<file path="config.mk">
export PLATFORM = sky130hd
export DESIGN_NAME = cmdw_decoder
export DESIGN_NICKNAME = d
export VERILOG_FILES = /design/src/rtl/cmdw_pkg.sv /design/src/rtl/cmdw_field_split.sv /design/src/rtl/cmdw_addr_match.sv /design/src/rtl/cmdw_msg_ctrl.sv /design/src/rtl/cmdw_decoder.sv
export SDC_FILE = /design/constraint.sdc
export NUM_CORES = 1
export LEC_CHECK = 0
export ABC_AREA = 1
export BUFFER_PORTS_ARGS = -buffer_cell sky130_fd_sc_hd__buf_2
export CORE_ASPECT_RATIO = 0.9
export CORE_MARGIN = 3
export CORE_UTILIZATION = 46
export CTS_CLUSTER_SIZE = 25
export DETAILED_ROUTE_END_ITERATION = 7
export GPL_ROUTABILITY_DRIVEN = 0
export GPL_TIMING_DRIVEN = 0
export PLACE_DENSITY = 0.79
export RECOVER_POWER = 25
export SKIP_CTS_REPAIR_TIMING = 1
export SYNTH_ARGS = -nofsm -noshare
export SYNTH_HDL_FRONTEND = slang
export SYNTH_SLANG_ARGS = --single-unit
</file>
<file path="constraint.sdc">
create_clock -name clk -period 1 [get_ports clk]
set_clock_uncertainty 0.1 [all_clocks]
set_input_delay 0.05 -clock clk [delete_from_list [all_inputs] [get_ports clk]]
set_output_delay 0.05 -clock clk [all_outputs]
set_load 0.005 [all_outputs]
</file>
<file path="src/rtl/cmdw_pkg.sv">
package cmdw_pkg;
   localparam int unsigned DEF_ADDR_W = 5;
   localparam int unsigned DEF_SA_W   = 5;
   localparam int unsigned DEF_WC_W   = 5;
   localparam int unsigned DEF_NBUS   = 2;

   typedef enum logic [1:0] {
      KIND_RX   = 2'b00,
      KIND_TX   = 2'b01,
      KIND_MODE = 2'b10
   } cmd_kind_e;
endpackage

</file>
<file path="src/rtl/cmdw_field_split.sv">
module cmdw_field_split
   import cmdw_pkg::*;
#(
   parameter int unsigned ADDR_W = DEF_ADDR_W,
   parameter int unsigned SA_W   = DEF_SA_W,
   parameter int unsigned WC_W   = DEF_WC_W,
   localparam int unsigned WORD_W = ADDR_W + 1 + SA_W + WC_W
) (
   input  logic [WORD_W-1:0] word_i,
   output logic [ADDR_W-1:0] addr_o,
   output logic              tx_o,
   output logic [SA_W-1:0]   sa_o,
   output logic [WC_W-1:0]   wc_o,
   output logic [WC_W:0]     wcnt_o,
   output cmd_kind_e         kind_o
);
   localparam int unsigned SA_LSB   = WC_W;
   localparam int unsigned TX_POS   = WC_W + SA_W;
   localparam int unsigned ADDR_LSB = TX_POS + 1;
   localparam logic [SA_W-1:0] SA_LOW  = '0;
   localparam logic [SA_W-1:0] SA_HIGH = '1;
   localparam logic [WC_W:0]   FULL_CNT = {1'b1, {WC_W{1'b0}}};

   logic is_mode;

   always_comb begin
      addr_o  = word_i[ADDR_LSB +: ADDR_W];
      tx_o    = word_i[TX_POS];
      sa_o    = word_i[SA_LSB +: SA_W];
      wc_o    = word_i[0 +: WC_W];
      is_mode = (sa_o == SA_LOW) || (sa_o == SA_HIGH);
      if (is_mode)
         kind_o = KIND_MODE;
      else if (tx_o)
         kind_o = KIND_TX;
      else
         kind_o = KIND_RX;
      if (is_mode)
         wcnt_o = '0;
      else if (wc_o == '0)
         wcnt_o = FULL_CNT;
      else
         wcnt_o = {1'b0, wc_o};
   end
endmodule

</file>
<file path="src/rtl/cmdw_addr_match.sv">
module cmdw_addr_match #(
   parameter int unsigned ADDR_W        = 5,
   parameter bit          BCAST_SUPPORT = 1'b1
) (
   input  logic [ADDR_W-1:0] addr_i,
   input  logic [ADDR_W-1:0] term_addr_i,
   input  logic              bcast_en_i,
   output logic              match_o,
   output logic              bcast_o
);
   localparam logic [ADDR_W-1:0] BCAST_ADDR = '1;

   logic own;
   assign own = (addr_i == term_addr_i);

   generate
      if (BCAST_SUPPORT) begin : g_bcast
         logic is_bc;
         assign is_bc   = bcast_en_i && (addr_i == BCAST_ADDR);
         assign match_o = own || is_bc;
         assign bcast_o = is_bc;
      end else begin : g_no_bcast
         logic unused_en;
         assign unused_en = bcast_en_i;
         assign match_o   = own;
         assign bcast_o   = 1'b0;
      end
   endgenerate
endmodule

</file>
<file path="src/rtl/cmdw_msg_ctrl.sv">
module cmdw_msg_ctrl #(
   parameter int unsigned SA_W  = 5,
   parameter int unsigned WC_W  = 5,
   parameter int unsigned BUS_W = 1
) (
   input  logic             clk,
   input  logic             rst_n,
   input  logic             hit_i,
   input  logic             done_i,
   input  logic [BUS_W-1:0] bus_id_i,
   input  logic             tx_i,
   input  logic [SA_W-1:0]  sa_i,
   input  logic [WC_W-1:0]  wc_i,
   input  logic [WC_W:0]    wcnt_i,
   input  logic [1:0]       kind_i,
   input  logic             bcast_i,
   output logic             in_cmd_n_o,
   output logic             new_cmd_n_o,
   output logic             abort_o,
   output logic [BUS_W-1:0] bus_sel_o,
   output logic             tx_o,
   output logic [SA_W-1:0]  sa_o,
   output logic [WC_W-1:0]  wc_o,
   output logic [WC_W:0]    wcnt_o,
   output logic [1:0]       kind_o,
   output logic             bcast_o
);
   logic other_bus;
   assign other_bus = (bus_id_i != bus_sel_o);

   always_ff @(posedge clk or negedge rst_n) begin
      if (!rst_n) begin
         in_cmd_n_o  <= 1'b1;
         new_cmd_n_o <= 1'b1;
         abort_o     <= 1'b0;
         bus_sel_o   <= '0;
         tx_o        <= 1'b0;
         sa_o        <= '0;
         wc_o        <= '0;
         wcnt_o      <= '0;
         kind_o      <= '0;
         bcast_o     <= 1'b0;
      end else begin
         new_cmd_n_o <= !hit_i;
         abort_o     <= hit_i && !in_cmd_n_o && other_bus;
         if (hit_i) begin
            in_cmd_n_o <= 1'b0;
            bus_sel_o  <= bus_id_i;
            tx_o       <= tx_i;
            sa_o       <= sa_i;
            wc_o       <= wc_i;
            wcnt_o     <= wcnt_i;
            kind_o     <= kind_i;
            bcast_o    <= bcast_i;
         end else if (done_i) begin
            in_cmd_n_o <= 1'b1;
         end
      end
   end

   AST_HIT_PULSE: assert property (@(posedge clk) disable iff (!rst_n)
      hit_i |=> (!new_cmd_n_o && !in_cmd_n_o));
   AST_IDLE_QUIET: assert property (@(posedge clk) disable iff (!rst_n)
      !hit_i |=> (new_cmd_n_o && !abort_o && $stable(bus_sel_o) && $stable(sa_o)));
   AST_FIELD_HOLD: assert property (@(posedge clk) disable iff (!rst_n)
      (!in_cmd_n_o && !hit_i) |=> ($stable(tx_o) && $stable(sa_o) && $stable(wc_o) && $stable(wcnt_o)));
   AST_MODE_NOCNT: assert property (@(posedge clk) disable iff (!rst_n)
      (kind_o == 2'b10) |-> (wcnt_o == '0));
   AST_DONE_EXIT: assert property (@(posedge clk) disable iff (!rst_n)
      (done_i && !hit_i) |=> in_cmd_n_o);
   AST_ABORT_SWITCH: assert property (@(posedge clk) disable iff (!rst_n)
      abort_o |-> ($past(hit_i) && !$past(in_cmd_n_o) && (bus_sel_o != $past(bus_sel_o))));
   AST_DONE_LOSES: assert property (@(posedge clk) disable iff (!rst_n)
      (done_i && hit_i) |=> !in_cmd_n_o);
endmodule

</file>
<file path="src/rtl/cmdw_decoder.sv">
module cmdw_decoder
   import cmdw_pkg::*;
#(
   parameter int unsigned ADDR_W        = DEF_ADDR_W,
   parameter int unsigned SA_W          = DEF_SA_W,
   parameter int unsigned WC_W          = DEF_WC_W,
   parameter int unsigned NBUS          = DEF_NBUS,
   parameter bit          BCAST_SUPPORT = 1'b1,
   localparam int unsigned WORD_W = ADDR_W + 1 + SA_W + WC_W,
   localparam int unsigned BUS_W  = (NBUS > 1) ? $clog2(NBUS) : 1
) (
   input  logic              clk,
   input  logic              rst_n,
   input  logic              word_vld_i,
   input  logic [WORD_W-1:0] word_i,
   input  logic [BUS_W-1:0]  bus_id_i,
   input  logic [ADDR_W-1:0] term_addr_i,
   input  logic              bcast_en_i,
   input  logic              msg_done_i,
   output logic              in_cmd_n_o,
   output logic              new_cmd_n_o,
   output logic              abort_o,
   output logic [BUS_W-1:0]  bus_sel_o,
   output logic              tx_o,
   output logic [SA_W-1:0]   sa_o,
   output logic [WC_W-1:0]   wc_o,
   output logic [WC_W:0]     wcnt_o,
   output logic [1:0]        kind_o,
   output logic              bcast_o
);
   generate
      if (NBUS < 2) begin : g_bad_nbus
         $error("cmdw_decoder: a redundant bus needs NBUS >= 2");
      end
      if (ADDR_W < 2 || SA_W < 2 || WC_W < 1) begin : g_bad_width
         $error("cmdw_decoder: field widths too small");
      end
   endgenerate

   logic [ADDR_W-1:0] f_addr;
   logic              f_tx;
   logic [SA_W-1:0]   f_sa;
   logic [WC_W-1:0]   f_wc;
   logic [WC_W:0]     f_wcnt;
   cmd_kind_e         f_kind;
   logic              m_match;
   logic              m_bcast;
   logic              hit;

   cmdw_field_split #(
      .ADDR_W (ADDR_W),
      .SA_W   (SA_W),
      .WC_W   (WC_W)
   ) split_i (
      .word_i (word_i),
      .addr_o (f_addr),
      .tx_o   (f_tx),
      .sa_o   (f_sa),
      .wc_o   (f_wc),
      .wcnt_o (f_wcnt),
      .kind_o (f_kind)
   );

   cmdw_addr_match #(
      .ADDR_W        (ADDR_W),
      .BCAST_SUPPORT (BCAST_SUPPORT)
   ) match_i (
      .addr_i      (f_addr),
      .term_addr_i (term_addr_i),
      .bcast_en_i  (bcast_en_i),
      .match_o     (m_match),
      .bcast_o     (m_bcast)
   );

   assign hit = word_vld_i && m_match;

   cmdw_msg_ctrl #(
      .SA_W  (SA_W),
      .WC_W  (WC_W),
      .BUS_W (BUS_W)
   ) ctrl_i (
      .clk         (clk),
      .rst_n       (rst_n),
      .hit_i       (hit),
      .done_i      (msg_done_i),
      .bus_id_i    (bus_id_i),
      .tx_i        (f_tx),
      .sa_i        (f_sa),
      .wc_i        (f_wc),
      .wcnt_i      (f_wcnt),
      .kind_i      (f_kind),
      .bcast_i     (m_bcast),
      .in_cmd_n_o  (in_cmd_n_o),
      .new_cmd_n_o (new_cmd_n_o),
      .abort_o     (abort_o),
      .bus_sel_o   (bus_sel_o),
      .tx_o        (tx_o),
      .sa_o        (sa_o),
      .wc_o        (wc_o),
      .wcnt_o      (wcnt_o),
      .kind_o      (kind_o),
      .bcast_o     (bcast_o)
   );
endmodule

</file>
* Yosys cells after proc, flatten, opt, wreduce, memory -nomap -nowiden
Index checks and enable logic that the tools add are counted. Widths: inputs -> output; s select.
Word-level totals: bits in registers 24, word-level logic and storage cells 31, input port bits 27
Operators by class: equality and inequality tests 4, reduce and logical (&&, ||, !) cells 11, mux-type cells 6
Operators with widths (number):
- $mux 6 | 2
- $eq 5x5->1 const B | 2
- $logic_not 5->1 | 2
- $eq 5x5->1 | 1
- $logic_and 1x1->1 | 4
- $mux 1 | 3
- $logic_not 1->1 | 2
- $logic_or 1x1->1 | 2
- $mux 2 | 1
- $reduce_bool 2->1 | 1
- $ne 1x1->1 | 1

* Depth between registers and ports, before layout
depth in word-level cells 6, depth in mapped cells 10

* Cells and area by module
A second synthesis with hierarchy kept.
Unflattened totals: cell total of the unflattened synthesis 175, area, all modules 1322.5 sq um
By module, submodules not included:
- cmdw_msg_ctrl | area an instance 965.9 sq um, cells each 102, sequential area each 603.1 sq um, times used 1
- cmdw_field_split | area an instance 232.7 sq um, cells each 42, sequential area each 0.0 sq um, times used 1
- cmdw_addr_match | area an instance 116.4 sq um, cells each 29, sequential area each 0.0 sq um, times used 1
- cmdw_decoder | area an instance 7.5 sq um, cells each 2, sequential area each 0.0 sq um, times used 1

* Worst setup path after synthesis
Ideal clock, no wire load.
path kind input to register, from input term_addr_i[3], to register ctrl_i.bus_sel_o, data arrival time 0.727 ns, cell stages on the path 10, path slack 0.056 ns, buffers on the path 1, cells stage by stage inv_1 nand2_1 nand2_1 nor2_1 nand3_1 nand2_2 nand2_2 buf_6 nand2_1 nand2_1
Between the ends: cells in the longest elaborated chain, start to end 3
RTL lines:
- start, declared | line cmdw_decoder.sv:17 | input logic [ADDR_W-1:0] term_addr_i,
- $eq 5x5->1 | line cmdw_addr_match.sv:14 | assign own = (addr_i == term_addr_i);
- $logic_or 1x1->1 | line cmdw_addr_match.sv:20 | assign match_o = own || is_bc;
- $logic_and 1x1->1 | line cmdw_decoder.sv:75 | assign hit = word_vld_i && m_match;
- end signal, assigned | line cmdw_msg_ctrl.sv:48 | bus_sel_o <= bus_id_i;
- end, declared | line cmdw_msg_ctrl.sv:20 | output logic [BUS_W-1:0] bus_sel_o,
No other way between the ends. A chain may end at the register's enable or synchronous reset.

* Worst setup path after layout
from register ctrl_i.in_cmd_n_o, to output in_cmd_n_o
RTL lines:
- start, declared | line cmdw_msg_ctrl.sv:17 | output logic in_cmd_n_o,
- start signal, assigned | line cmdw_msg_ctrl.sv:33 | in_cmd_n_o <= 1'b1;
- start signal, assigned | line cmdw_msg_ctrl.sv:47 | in_cmd_n_o <= 1'b0;
- start signal, assigned | line cmdw_msg_ctrl.sv:56 | in_cmd_n_o <= 1'b1;
- end, declared | line cmdw_decoder.sv:20 | output logic in_cmd_n_o,
No word-level cell between the ends.

==> key figures <==
Flow run
  – Max cap viols: 0

Synth
  – EDFF count, synth: 0
  – Cell variety after synth: 15
  – Compound-Gate Fraction of Synth Area: 0.871%
  – Synth Area in XOR/XNOR: 0.762%
  – Ys flop type: dfrtp_1
  – Cells after synthesis: 151
  – Multiplexer share of the synthesized area: 0%
  – Synth top area share: 47.9%
  – Yosys reg bits: 24
  – Post-Synth Simple-Gate Area: 37.4%
  – Leading area contributor after synthesis: dfrtp_1
  – Warnings, synthesis: 0
  – Adder-Cell Fraction of Synth Area: 0%
  – Synth area leaders: dfrtp_1 48%, nand2_1 19%, nand3_1 10%, nor2_1 5.2%, dfstp_2 4.6%
  – Post-Syn Area: 1150 µm²
  – Syn nets: 178
  – Fraction of registers with async set/reset: 100%
  – Most common cell in the synthesized netlist: nand2_1
  – Syn Area/Cell: 7.61 µm²
  – Largest family of logic cells by synthesized area: simple AND/OR/NAND/NOR gates
  – Top cells by count, synth: 59 x nand2_1, 24 x nand3_1, 22 x dfrtp_1, 16 x nor2_1, 14 x inv_1
  – Sequential share of the synthesized area: 52.4%

STA
  – Hold Slack: -0.0210 ns
  – Minimum period implied by the final worst setup slack: 1.13 ns
  – Slew Limit Headroom: 62.0%
  – Final setup margin: -0.127 ns
  – Least-Margin Pin Slew: 0.570 ns
  – Fmax: 0.888 GHz
  – Fin crit share: 113%
  – Setup Viol. Count Final: 4
  – Final Hold Viols: 4
  – RSZ-0062 raised after global routing: yes
  – Pins Over Slew Limit: 0

Route
  – Drt wl/cell: 11.7 µm
  – Detail Route Antenna Nets: 0
  – DRT Pass-1 Iters: 4
  – Total wire length: 2980 µm
  – Wl on met1: 1130 µm
  – Via Count: 1223
  – Starting DRT DRC Count: 36
  – Via density: 4.81
  – DR WL met3: 223 µm
  – DRC: 0
  – WL met2: 1560 µm
  – DR top layer: met4

Critical path
  – Type of element launching the critical path: flop
  – R2r startpoint: ctrl_i.in_cmd_n_o$_DFFE_PN1P_
  – Worst EP required: 0.85 ns
  – Crit. End Element: primary output
  – WP data arrival: 0.98 ns
  – CP Cell Sequence: buf_6
  – Max incr delay on CP: 0.57 ns
  – Buf/Inv on CP: 1
  – CP max stage cell: dfstp_2
  – Delay-heaviest family, CP: flip-flops
  – Crit path max fanout: 3
  – CP startpoint: ctrl_i.in_cmd_n_o$_DFFE_PN1P_
  – Crit Path Class: reg -> out

Pwr
  – VDD IR max: 1.38 mV
  – Flop pwr share: 49.6%
  – Combinational power share: 31.4%
  – P_leak: 1.01 nW
  – Total power: 0.00269 W
  – Cell Pwr Density: 1600 nW/µm²
  – Clock power frac: 18.9%
  – Switching Fraction: 29.6%
  – Internal Power: 0.00189 W
  – Net switching power: 0.000795 W

Floorplanning
  – Total Die Area: 3140 µm²
  – Initial Util: 50.4%
  – Die Wd: 58.7 µm
  – Top Ports: 51
  – Die Y-Extent: 53.4 µm
  – Core ar.: 2280 µm²
  – Rows: 16

CTS
  – CTS Buf Count: 3
  – Clock buffer depth: 2
  – TritonCTS Sinks: 24
  – Clock Latency Late Sink: 0.31 ns
  – Clk pin slew, worst setup/hold paths: 0.13 ns
  – CTS Root Cell: clkbuf_4
  – TritonCTS clock tree: built
  – H-tree levels: 1

Status
  – Status: finished with violations
  – Failing checks: negative hold slack, negative setup slack

Cells and area
  – Final Net Count: 255
  – Antenna diodes: 0
  – Share of layout cells above drive strength 1: 31.3%
  – Syn-to-layout area delta: 46.4%

Worst hold path
  – HP Class: in -> reg
  – Hold Path Origin: word_i[2]

Global routing
  – Vias in the first global route: 1022
  – Largest net degree at the start of global routing: 25
  – Global-route wire length before repair: 4170 µm
  – Overflow after GRT: 0
  – All-Layer GR Usage: 17.8%
  – Initial antenna violation count: 0

Placed design
  – Port buffer count: 50
  – Post-DP HPWL: 1980 µm
==> final timing paths <==
kind                                           endpoint  slack, ns  cells past startpoint
max reg2reg                    ctrl_i.abort_o$_DFF_PN0_       0.10                      3
min in group asynchronous    ctrl_i.wc_o[2]$_DFFE_PN0P_       0.14                      2
max in group asynchronous    ctrl_i.wc_o[0]$_DFFE_PN0P_       0.29                      2
min reg2reg                  ctrl_i.wc_o[0]$_DFFE_PN0P_       0.38                      2
min                        ctrl_i.wcnt_o[2]$_DFFE_PN0P_      -0.02                      5
max                                          in_cmd_n_o      -0.13                      1
==> cell families after synthesis <==
| kind of cell | count (synthesis) |
|---|---|
| AND/OR/NAND/NOR | 104 |
| buffers and inverters | 20 |
| XOR/XNOR | 1 |
| AO/OA/AOI/OAI | 2 |
| flip-flops | 24 |
==> cell usage in the layout, fill, tap and decap left out <==
cell,synthesis,routed
clkbuf_4,0,3
nor2_1,16,16
buf_6,2,3
xnor2_1,1,1
dfrtp_1,22,22
clkbuf_2,0,1
clkbuf_1,2,2
nor3_1,2,2
dlygate4sd3_1,0,15
nand2_2,2,2
buf_2,0,48
nand3_1,24,24
nand2_1,59,59
dfstp_2,2,2
o21ai_2,0,1
clkbuf_8,0,1
buf_4,2,9
a21oi_1,1,1
nor2_2,1,1
inv_1,14,14
==> registers in the layout, indices dropped and copies added, names as in the netlist <==
register,flops
ctrl_i.wcnt_o,6
ctrl_i.sa_o,5
ctrl_i.wc_o,5
ctrl_i.kind_o,2
ctrl_i.abort_o,1
ctrl_i.bcast_o,1
ctrl_i.bus_sel_o,1
ctrl_i.in_cmd_n_o,1
ctrl_i.new_cmd_n_o,1
ctrl_i.tx_o,1
==> layout make-up <==
type                       count  area (µm²)
multi-input combinational    107         453
clock buffer                   4        36.3
tap                           27        33.8
timing repair buffer          72         459
sequential                    24         603
fill                         180         599
inverter                      14        52.6
buffer                         6        45.0
==> per-stage QoR <==
stage | instances | worst slack (ns) | cell area [µm²] | setup TNS, ns | utilization (%)
2_1_floorplan | 151 | 0.0561 | 1150 | 0 | -
3_3_place_gp | 228 | -0.180 | 1430 | -2.94 | 62.8
3_5_place_dp | 228 | -0.200 | 1430 | -3.81 | 62.8
4_1_cts | 232 | -0.144 | 1470 | -0.351 | 64.4
5_1_grt | 254 | -0.174 | 1680 | -0.931 | 73.7
6_report | 254 | -0.127 | 1680 | -0.253 | 73.7
==> power groups by stage <==
| stage | clock [W] | combinational, W | sequential [W] |
|---|---|---|---|
| 2_1_floorplan | 0 | 0.000259 | 0.00138 |
| 3_3_place_gp | 0 | 0.000653 | 0.00134 |
| 3_5_place_dp | 0 | 0.000671 | 0.00135 |
| 4_1_cts | 0.000522 | 0.000672 | 0.00133 |
| 5_1_grt | 0.000549 | 0.000955 | 0.00136 |
| 6_report | 0.000509 | 0.000844 | 0.00133 |
==> metal layers <==
metal	up-vias	GRT usage (%)
li1	617	-
met1	553	19.9
met2	47	32.3
met3	6	4.63
met4	0	6.79
met5	-	0
==> worst register-to-register path, delay by kind of cell, from the launching register on <==
family / cells / cell delay, ns
flip-flops: 1 / 0.57
AND/OR/NAND/NOR: 3 / 0.15
Power figures use the tool's default switching activity.
